`src/rtl/ns_csr_pkg.sv`:
```
package ns_csr_pkg;
  localparam int NS_W      = 32;
  localparam int PAGE_LSB  = 1;
  localparam int PAGE_W    = 5;
  localparam int ENDIAN_B  = 6;
  localparam int FIDX_LSB  = 1;
  localparam int FIDX_W    = 7;
  localparam int RV_TOP    = ENDIAN_B + 1;      // first bit that must be zero in native mode
  localparam int FR_TOP    = FIDX_LSB + FIDX_W; // first bit that must be zero in foreign mode

  typedef enum logic [1:0] {
    KIND_LIVE    = 2'd0,
    KIND_SAVED   = 2'd1,
    KIND_HANDLER = 2'd2,
    KIND_NONE    = 2'd3
  } ns_kind_e;

  typedef struct packed {
    logic              foreign;
    logic [PAGE_W-1:0] page;
    logic              big_endian;
    logic [FIDX_W-1:0] fidx;
  } ns_dec_t;
endpackage

```
`src/rtl/ns_legal_chk.sv`:
```
module ns_legal_chk
  import ns_csr_pkg::*;
#(
  parameter logic [2**PAGE_W-1:0] RV_PAGES    = 32'h0000_0103,
  parameter bit                   BE_OK       = 1'b1,
  parameter logic [2**FIDX_W-1:0] FOREIGN_IDS = (128'd1 << 16) | (128'd1 << 64)
) (
  input  logic [NS_W-1:0] value,
  output logic            legal
);
  logic [PAGE_W-1:0] page;
  logic [FIDX_W-1:0] fidx;
  logic              rv_ok;
  logic              fr_ok;

  assign page  = value[PAGE_LSB +: PAGE_W];
  assign fidx  = value[FIDX_LSB +: FIDX_W];
  assign rv_ok = (value[NS_W-1:RV_TOP] == '0) && RV_PAGES[page] && (BE_OK || !value[ENDIAN_B]);
  assign fr_ok = (value[NS_W-1:FR_TOP] == '0) && FOREIGN_IDS[fidx];
  assign legal = value[0] ? fr_ok : rv_ok;
endmodule

```
`src/rtl/ns_bank.sv`:
```
module ns_bank
  import ns_csr_pkg::*;
(
  input  logic            clk,
  input  logic            rst,
  input  logic            enter,
  input  logic            leave,
  input  logic            wr_en,
  input  ns_kind_e        wr_kind,
  input  logic [NS_W-1:0] wr_data,
  output logic [NS_W-1:0] live_q,
  output logic [NS_W-1:0] saved_q,
  output logic [NS_W-1:0] handler_q
);
  always_ff @(posedge clk) begin
    if (rst) begin
      live_q    <= '0;
      saved_q   <= '0;
      handler_q <= '0;
    end else if (enter) begin
      saved_q <= live_q;
      live_q  <= handler_q;
    end else if (leave) begin
      live_q  <= saved_q;
      saved_q <= handler_q;
    end else if (wr_en) begin
      case (wr_kind)
        KIND_LIVE:    live_q    <= wr_data;
        KIND_SAVED:   saved_q   <= wr_data;
        KIND_HANDLER: handler_q <= wr_data;
        default: ;
      endcase
    end
  end
endmodule

```
`src/rtl/ns_decode.sv`:
```
module ns_decode
  import ns_csr_pkg::*;
(
  input  logic [NS_W-1:0] value,
  output ns_dec_t         dec
);
  always_comb begin
    dec = '0;
    dec.foreign = value[0];
    if (value[0]) begin
      dec.fidx = value[FIDX_LSB +: FIDX_W];
    end else begin
      dec.page       = value[PAGE_LSB +: PAGE_W];
      dec.big_endian = value[ENDIAN_B];
    end
  end
endmodule

```
`src/rtl/ns_csr_unit.sv`:
```
module ns_csr_unit
  import ns_csr_pkg::*;
#(
  parameter int                   NUM_PRIV    = 4,
  parameter int                   PRIV_W      = (NUM_PRIV > 1) ? $clog2(NUM_PRIV) : 1,
  parameter logic [2**PAGE_W-1:0] RV_PAGES    = 32'h0000_0103,
  parameter bit                   BE_OK       = 1'b1,
  parameter logic [2**FIDX_W-1:0] FOREIGN_IDS = (128'd1 << 16) | (128'd1 << 64),
  localparam int                  ADDR_W      = PRIV_W + 2
) (
  input  logic              clk,
  input  logic              rst,
  input  logic              csr_valid,
  input  logic              csr_write,
  input  logic [ADDR_W-1:0] csr_addr,
  input  logic [NS_W-1:0]   csr_wdata,
  output logic [NS_W-1:0]   csr_rdata,
  output logic              csr_illegal,
  output logic [ADDR_W-1:0] csr_illegal_addr,
  input  logic              trap_enter,
  input  logic              trap_return,
  input  logic [PRIV_W-1:0] trap_priv,
  output logic              pc_release,
  input  logic [PRIV_W-1:0] cur_priv,
  output logic              dec_foreign,
  output logic [PAGE_W-1:0] dec_page,
  output logic              dec_big_endian,
  output logic [FIDX_W-1:0] dec_foreign_idx
);
  logic [NS_W-1:0]   live_q    [NUM_PRIV];
  logic [NS_W-1:0]   saved_q   [NUM_PRIV];
  logic [NS_W-1:0]   handler_q [NUM_PRIV];
  logic [PRIV_W-1:0] addr_priv;
  ns_kind_e          addr_kind;
  logic              addr_ok;
  logic              value_ok;
  logic              any_trap;
  logic              wr_fire;
  logic              wr_ok;
  logic              wr_bad;
  logic [NS_W-1:0]   cur_live;
  ns_dec_t           dec;

  assign addr_priv = csr_addr[ADDR_W-1:2];
  assign addr_kind = ns_kind_e'(csr_addr[1:0]);
  assign addr_ok   = (int'(addr_priv) < NUM_PRIV) && (addr_kind != KIND_NONE);
  assign any_trap  = trap_enter | trap_return;
  assign wr_fire   = csr_valid & csr_write & ~any_trap;
  assign wr_ok     = wr_fire & addr_ok & value_ok;
  assign wr_bad    = wr_fire & ~(addr_ok & value_ok);

  ns_legal_chk #(
    .RV_PAGES(RV_PAGES), .BE_OK(BE_OK), .FOREIGN_IDS(FOREIGN_IDS)
  ) u_legal (
    .value(csr_wdata),
    .legal(value_ok)
  );

  for (genvar g = 0; g < NUM_PRIV; g++) begin : g_lvl
    logic lvl_hit;
    assign lvl_hit = (trap_priv == PRIV_W'(g));
    ns_bank u_bank (
      .clk      (clk),
      .rst      (rst),
      .enter    (trap_enter & lvl_hit),
      .leave    (trap_return & ~trap_enter & lvl_hit),
      .wr_en    (wr_ok & (addr_priv == PRIV_W'(g))),
      .wr_kind  (addr_kind),
      .wr_data  (csr_wdata),
      .live_q   (live_q[g]),
      .saved_q  (saved_q[g]),
      .handler_q(handler_q[g])
    );
  end

  always_comb begin
    csr_rdata = '0;
    if (int'(addr_priv) < NUM_PRIV) begin
      case (addr_kind)
        KIND_LIVE:    csr_rdata = live_q[addr_priv];
        KIND_SAVED:   csr_rdata = saved_q[addr_priv];
        KIND_HANDLER: csr_rdata = handler_q[addr_priv];
        default:      csr_rdata = '0;
      endcase
    end
  end

  always_ff @(posedge clk) begin
    if (rst) begin
      csr_illegal      <= 1'b0;
      csr_illegal_addr <= '0;
      pc_release       <= 1'b0;
    end else begin
      csr_illegal <= wr_bad;
      pc_release  <= any_trap;
      if (wr_bad) csr_illegal_addr <= csr_addr;
    end
  end

  assign cur_live = (int'(cur_priv) < NUM_PRIV) ? live_q[cur_priv] : '0;

  ns_decode u_dec (
    .value(cur_live),
    .dec  (dec)
  );

  assign dec_foreign     = dec.foreign;
  assign dec_page        = dec.page;
  assign dec_big_endian  = dec.big_endian;
  assign dec_foreign_idx = dec.fidx;
endmodule

```
`config.mk`:
```
export PLATFORM = sky130hd
export DESIGN_NAME = ns_csr_unit
export DESIGN_NICKNAME = d
export VERILOG_FILES = /design/src/rtl/ns_csr_pkg.sv /design/src/rtl/ns_legal_chk.sv /design/src/rtl/ns_bank.sv /design/src/rtl/ns_decode.sv /design/src/rtl/ns_csr_unit.sv
export SDC_FILE = /design/constraint.sdc
export NUM_CORES = 1
export LEC_CHECK = 0
export ABC_AREA = 1
export BUFFER_PORTS_ARGS = -buffer_cell sky130_fd_sc_hd__buf_2
export CAP_MARGIN = 15
export CELL_PAD_IN_SITES_DETAIL_PLACEMENT = 2
export CELL_PAD_IN_SITES_GLOBAL_PLACEMENT = 2
export CORE_MARGIN = 4
export CORE_UTILIZATION = 31
export CTS_CLUSTER_DIAMETER = 150
export CTS_CLUSTER_SIZE = 24
export DETAILED_ROUTE_END_ITERATION = 8
export GPL_TIMING_DRIVEN = 0
export PLACE_DENSITY_LB_ADDON = 0.1
export SYNTH_ARGS = -nofsm -noshare
export SYNTH_HDL_FRONTEND = slang
export SYNTH_SLANG_ARGS = --single-unit
```
`constraint.sdc`:
```
create_clock -name clk -period 1.85 [get_ports clk]
set_clock_uncertainty 0.2 [all_clocks]
set_input_delay 0.0925 -clock clk [delete_from_list [all_inputs] [get_ports clk]]
set_output_delay 0.0925 -clock clk [all_outputs]
set_load 0.03 [all_outputs]
```
==> results of run 1 <==
[registers in the layout, indices dropped and copies added (netlist names)]
name	cells
g_lvl.u_bank.handler_q	128
g_lvl.u_bank.live_q	128
g_lvl.u_bank.saved_q	128
csr_illegal_addr	4
csr_illegal	1
pc_release	1
[worst register-to-register path, cell delays in order, from the launching register on]
cell	delay (ns)
dfxtp_4	0.40
buf_4	0.12
nand2_1	0.05
a22oi_1	0.26
a21oi_1	0.09
nor2_1	0.14
[final timing paths]
check | cells past startpoint | startpoint | endpoint | slack [ns]
min | 5 | csr_wdata[21] | g_lvl[3].u_bank.saved_q[21] | -0.06
max reg2reg | 5 | g_lvl[0].u_bank.saved_q[8] | g_lvl[0].u_bank.live_q[8] | 0.52
max | 7 | g_lvl[0].u_bank.live_q[0] | dec_foreign_idx[5] | -0.50
min reg2reg | 2 | g_lvl[3].u_bank.handler_q[23] | g_lvl[3].u_bank.handler_q[23] | 0.29
[area by class of cell]
type,count,area share (%)
clock inverters,2,0.120
repair buffers,293,8.29
plain buffers,297,6.46
flip-flops and latches,390,26.9
multi-input cells,2353,47.0
inverters,415,5.61
clock buffers,20,1.66
well taps,940,3.90
[logic make-up (layout without fill, tap and decap cells)]
| group | count (synthesis) | after routing |
|---|---|---|
| AOI/OAI and AO/OA | 943 | 943 |
| buffers and inverters | 713 | 1027 |
| DFF | 390 | 390 |
| and+or+nand+nor | 1406 | 1410 |
[per-layer routing]
layer  share of wire, %  track usage, %
met1                 41            47.3
met5                  0               0
met3                5.3            3.79
met2                 45            59.9
met4                8.6            25.7
[placed cells by master, fill, tap and decap left out, types with 25 or more instances in the layout]
cell type	netlist	layout
clkbuf_1	172	48
buf_2	56	88
dlygate4sd3_1	0	50
nand2_1	634	609
a22oi_1	256	256
inv_4	0	46
dfxtp_1	390	177
buf_4	6	180
nand3_2	0	29
inv_1	408	103
nand3_1	292	258
a21oi_1	274	272
buf_6	3	69
dfxtp_2	0	195
o22ai_2	0	51
nor2_1	361	337
inv_2	3	260
o22ai_4	0	106
nor3_1	105	105
clkbuf_2	0	102
o21ai_0	229	147
clkbuf_16	0	25
o21ai_2	0	66
[what timing repair did]
action                     4_1_cts  5_1_grt
gates resized for setup       1141      473
setup endpoints to repair      426      404
hold buffers                    47        5
pin swaps                      183      124
cloned                           0        6
setup buffers                   70       72
hold endpoints to repair       125        9
[power by group through the flow]
| stage | clock network, mW | registers (mW) | logic [mW] |
|---|---|---|---|
| 2_1_floorplan | 0 | 9.13 | 2.29 |
| 3_3_place_gp | 0 | 9.20 | 3.68 |
| 3_5_place_dp | 0 | 9.23 | 3.85 |
| 4_1_cts | 5.48 | 9.11 | 4.68 |
| 5_1_grt | 5.81 | 9.18 | 5.39 |
| 6_report | 5.51 | 9.14 | 5.13 |
[stage by stage]
step / cells / area [µm²] / util [%] / hold WS (ns)
3_3_place_gp: 4488 / 23800 / 33.8 / 0.148
6_report: 4710 / 30100 / 42.7 / -0.0563
3_5_place_dp: 4489 / 23900 / 33.8 / 0.172
2_1_floorplan: 3452 / 22200 / - / 0.0145
5_1_grt: 4710 / 30100 / 42.7 / 0.00230
4_1_cts: 4628 / 28300 / 40.2 / 0.00749
==> flow_summary.json, run 1 <==
{
  "grt-ovfl-total": 0,
  "core_um2": 70500,
  "grt_pass1_vias": 29405,
  "gp_congestion": 0.957,
  "violations": "hold timing, setup timing",
  "drtIter0Drc": 2676,
  "synth_compound_area_share_pct": 25.4,
  "synth-simple-area-share_pct": 26.8,
  "synth-edff-count": 0,
  "hold_path.class": "in2reg",
  "fmax_mhz": 426,
  "antenna_left": 0,
  "grt_pass1_wl_um": 208000,
  "root_buffer": "clkbuf_16",
  "initial_core_util_pct": 31.5,
  "cts_tree": "yes",
  "swShare_pct": 37.0,
  "clock-sinks": 390,
  "power_switching_mw": 7.32,
  "cpMaxStageDelayCell": "dfxtp_2",
  "synth_top_family_by_area": "simple AND/OR/NAND/NOR gates",
  "nets": 3816,
  "clockBufferDepth": 3,
  "holdWs_ns": -0.0563,
  "p_int_mw": 12.5,
  "total_leakage_power_nw": 12.4,
  "clock_latency_ns": 0.63,
  "synth_area_leaders": "dfxtp_1 35%, nand2_1 11%, a22oi_1 8.7%",
  "ir_drop_v": 0.000569,
  "synth_top_area_share_pct": 35.2,
  "die_h_um": 275,
  "synth_cell_types": 27,
  "p_comb_share_pct": 25.9,
  "pwr-share-clk_pct": 27.8,
  "crit_chain": "clkinvlp_4 -> nor2_1 -> inv_1 -> a32oi_4 -> inv_2 -> nor2_1 -> buf_4",
  "vias": 28560,
  "seq_area_um2": 8120,
  "io_buffers": 96,
  "synth_ff_type": "dfxtp_1",
  "crit_path_frequent_cell": "nor2_1",
  "vias_per_cell": 6.06,
  "period_needed_ns": 2.35,
  "rsz0062_at_grt": "yes",
  "synth_xor_area_share_pct": 0,
  "numCtsBuffers": 20,
  "critical_path_required_ns": 1.56,
  "p_per_area_nw_per_um2": 656,
  "synth_most_common_cell": "nand2_1",
  "path_delay_family": "buffers and inverters",
  "syn_nets": 3498,
  "drt_pass1_iterations": 6,
  "slowest_delay_ns": 0.36,
  "status": "complete, but fails checks",
  "fillCellCount": 8150,
  "row_count": 97,
  "synth_fa_ha_area_share_pct": 0,
  "ioPinCount": 98,
  "crit_fanout": 6,
  "diodes": 0,
  "synthArstFlopShare_pct": 0,
  "worst_setup_path_end_kind": "output port",
  "setup_violations": 51,
  "fin_setup_tns_ns": -9.85,
  "synthCells": 3452,
  "die_x_um": 275,
  "die-area_um2": 75900,
  "yosys.area.top_type": "dfxtp_1",
  "max_cap_violations": 0,
  "antenna_found_initial": 1,
  "slew_headroom_pct": 22.5,
  "grt_max_degree": 25,
  "drive_above_1_share_pct": 36.2,
  "multiInputGateArea_um2": 14200,
  "post-place-ws_ns": -1.57,
  "htree_levels": 1,
  "avgSynthCellArea_um2": 6.42,
  "power.total_mw": 19.8,
  "hpwl_um": 108000,
  "drcViolationCount": 0,
  "finalCritPeriodShare_pct": 127,
  "muxShareOfSynthArea_pct": 0,
  "ys_seq_area_share_pct": 35.2,
  "worst-path-buf-inv": 4,
  "synth_commonest_cells": "634 x nand2_1, 408 x inv_1, 390 x dfxtp_1",
  "startpoint_type": "flop",
  "drt-total-wl_um": 151000,
  "grt_usage_pct": 37.3,
  "crit_type": "reg2out",
  "area_growth_pct": 35.9,
  "synth_area_um2": 22200,
  "wire_per_inst_um": 32.0,
  "hold_viol": 5,
  "clk_pin_slew_ns": 0.11,
  "worstMarginPinSlew_ns": 1.16,
  "yosys_warnings": 0,
  "p_seq_share_pct": 46.2,
  "fin_ws_ns": -0.498,
  "arrival_ns": 2.06,
  "synth_seq_cells": 390,
  "maxSlewViolCount": 0
}
Note: power is estimated with default switching activity, not from simulation.
==> run 2: changes to the inputs <==
--- a/config.mk
+++ b/config.mk
@@ -8,14 +8,15 @@
 export ABC_AREA = 1
 export BUFFER_PORTS_ARGS = -buffer_cell sky130_fd_sc_hd__buf_2
 export CAP_MARGIN = 15
-export CELL_PAD_IN_SITES_DETAIL_PLACEMENT = 2
-export CELL_PAD_IN_SITES_GLOBAL_PLACEMENT = 2
+export CELL_PAD_IN_SITES_DETAIL_PLACEMENT = 0
+export CELL_PAD_IN_SITES_GLOBAL_PLACEMENT = 1
 export CORE_MARGIN = 4
-export CORE_UTILIZATION = 31
+export CORE_UTILIZATION = 40
 export CTS_CLUSTER_DIAMETER = 150
 export CTS_CLUSTER_SIZE = 24
 export DETAILED_ROUTE_END_ITERATION = 8
 export GPL_TIMING_DRIVEN = 0
+export HOLD_SLACK_MARGIN = 0.08
 export PLACE_DENSITY_LB_ADDON = 0.1
 export SYNTH_ARGS = -nofsm -noshare
 export SYNTH_HDL_FRONTEND = slang
==> run 2 against run 1 <==
Compared with the run above:
- the flow finishes with violations (setup timing)
- combinational power down 7.0%
- fmax up 13%
- global-route usage up 3.3 points
- sequential share of layout area up 0.84 points
- sequential power about the same
- critical endpoint is now dec_page[0]
- clock power down 3%
==> flow_summary.json, run 2 (synthesis results as in run 1) <==
{
  "drt_pass1_iterations": 7,
  "post-place-ws_ns": -1.41,
  "htree_levels": 1,
  "cts_tree": "yes",
  "final_common_cell": "nand2_1",
  "period_needed_ns": 2.07,
  "clock_latency_ns": 0.57,
  "p_int_mw": 12.4,
  "clockBufferDepth": 3,
  "final_cells": 4461,
  "io_buffers": 96,
  "drive_above_1_share_pct": 32.4,
  "maxSlewViolCount": 0,
  "fin_ws_ns": -0.225,
  "worstMarginPinSlew_ns": 1.06,
  "core_um2": 55000,
  "slew_headroom_pct": 29.3,
  "vias": 27741,
  "arrival_ns": 1.78,
  "power.total_mw": 19.2,
  "die_h_um": 243,
  "total_leakage_power_nw": 12.0,
  "drt-total-wl_um": 128000,
  "initial_core_util_pct": 40.3,
  "clk_pin_slew_ns": 0.12,
  "vias_per_cell": 6.22,
  "die_x_um": 243,
  "grt_pass1_vias": 25433,
  "p_seq_share_pct": 47.4,
  "grt_max_degree": 25,
  "p_per_area_nw_per_um2": 663,
  "hold_viol": 0,
  "numCtsBuffers": 20,
  "max_cap_violations": 0,
  "p_comb_share_pct": 24.8,
  "status": "complete, but fails checks",
  "nets": 3759,
  "die-area_um2": 59300,
  "pwr-share-clk_pct": 27.7,
  "fmax_mhz": 482,
  "crit_fanout": 7,
  "gp_congestion": 0.988,
  "hpwl_um": 91100,
  "rsz0062_at_grt": "yes",
  "hold_path.class": "in2reg",
  "final_cell_mix": "625 x nand2_1, 345 x nor2_1, 274 x a21oi_1, 270 x inv_2, 267 x nand3_1",
  "worst_setup_path_end_kind": "output port",
  "clock-sinks": 390,
  "power_switching_mw": 6.76,
  "row_count": 86,
  "root_buffer": "clkbuf_16",
  "drtIter0Drc": 3606,
  "antenna_found_initial": 0,
  "swShare_pct": 35.2,
  "grt-ovfl-total": 0,
  "grt_usage_pct": 40.6,
  "startpoint_type": "flop",
  "violations": "setup timing",
  "antenna_left": 0,
  "wire_per_inst_um": 28.7,
  "ir_drop_v": 0.000736,
  "fin_setup_tns_ns": -3.80,
  "fin_util_pct": 52.6,
  "drcViolationCount": 0,
  "diodes": 0,
  "area_growth_pct": 30.5,
  "top_regs": "g_lvl.u_bank.handler_q (128), g_lvl.u_bank.live_q (128), g_lvl.u_bank.saved_q (128)",
  "ioPinCount": 98,
  "critical_path_required_ns": 1.56,
  "fillCellCount": 5607,
  "dp_cells": 4296,
  "grt_pass1_wl_um": 178000,
  "finalCritPeriodShare_pct": 112,
  "crit_type": "reg2out",
  "setup_violations": 36
}
[run 2: changes by cell type in the layout (fill, tap and decap cells not counted), moves of 13 or more]
| cell | delta |
|---|---|
| buf_1 | +13 |
| buf_4 | -55 |
| clkbuf_2 | -14 |
| dfxtp_1 | +36 |
| dfxtp_2 | -24 |
| inv_1 | +15 |
| inv_4 | -22 |
| nand2_1 | +16 |
| nand2_2 | -17 |
| o22ai_2 | +22 |
| o22ai_4 | -19 |
[run 2: what timing repair did]
item / CTS / global route
gates resized for setup: 981 / 457
hold endpoints to repair: 269 / 2
pin swaps: 168 / 116
setup endpoints to repair: 410 / 357
hold buffers: 42 / 1
cloned: 0 / 5
buffers inserted: 40 / 55
[run 2: final timing paths]
| kind | startpoint | end | slack [ns] | cells after the start |
|---|---|---|---|---|
| worst min register to register | g_lvl[0].u_bank.handler_q[15] | g_lvl[0].u_bank.handler_q[15] | 0.28 | 2 |
| worst max register to register | g_lvl[1].u_bank.saved_q[16] | g_lvl[1].u_bank.live_q[16] | 0.53 | 4 |
| worst max-delay path | g_lvl[1].u_bank.live_q[0] | dec_page[0] | -0.22 | 5 |
| worst min-delay path | csr_wdata[0] | csr_illegal | 0.04 | 5 |
[run 2: critical path, cell delays in order (launching register included)]
cell and delay, ns:
dfxtp_4 0.43, nand2_4 0.06, a32oi_4 0.30, buf_6 0.16, nor2_1 0.05, buf_4 0.18
[run 2: metrics by stage]
step	hold slack [ns]	instance area (µm²)
after floorplan	0.0145	22200
after global placement	0.170	23600
after detailed placement	0.181	23600
after CTS	-0.304	27400
after global routing	0.0553	28900
final	0.0414	28900
[run 2: power by group through the flow]
stage	clock network, mW	logic [mW]	registers, mW
floorplan	0	2.29	9.13
detailed placement	0	3.65	9.21
global placement	0	3.61	9.20
CTS	5.32	4.37	9.07
global route	5.53	5.01	9.14
finish	5.32	4.77	9.11
[run 2: final cells by class]
type,count,area [µm²],area share (%)
clock inverter,1,20.0,0.0692
sequential,390,8040,27.8
multi-input combinational,2352,13800,47.8
buffer,298,1990,6.89
tap,748,936,3.23
timing repair buffer,236,1980,6.85
clock buffer,21,526,1.82
inverter,415,1620,5.59
[run 2: routing by layer]
layer	part of all wire, %	up-vias	track usage, %
li1	-	12142	-
met1	39	13205	52.9
met2	42	1945	60.9
met3	10	449	6.37
met4	9.7	0	29.8
met5	0	-	0
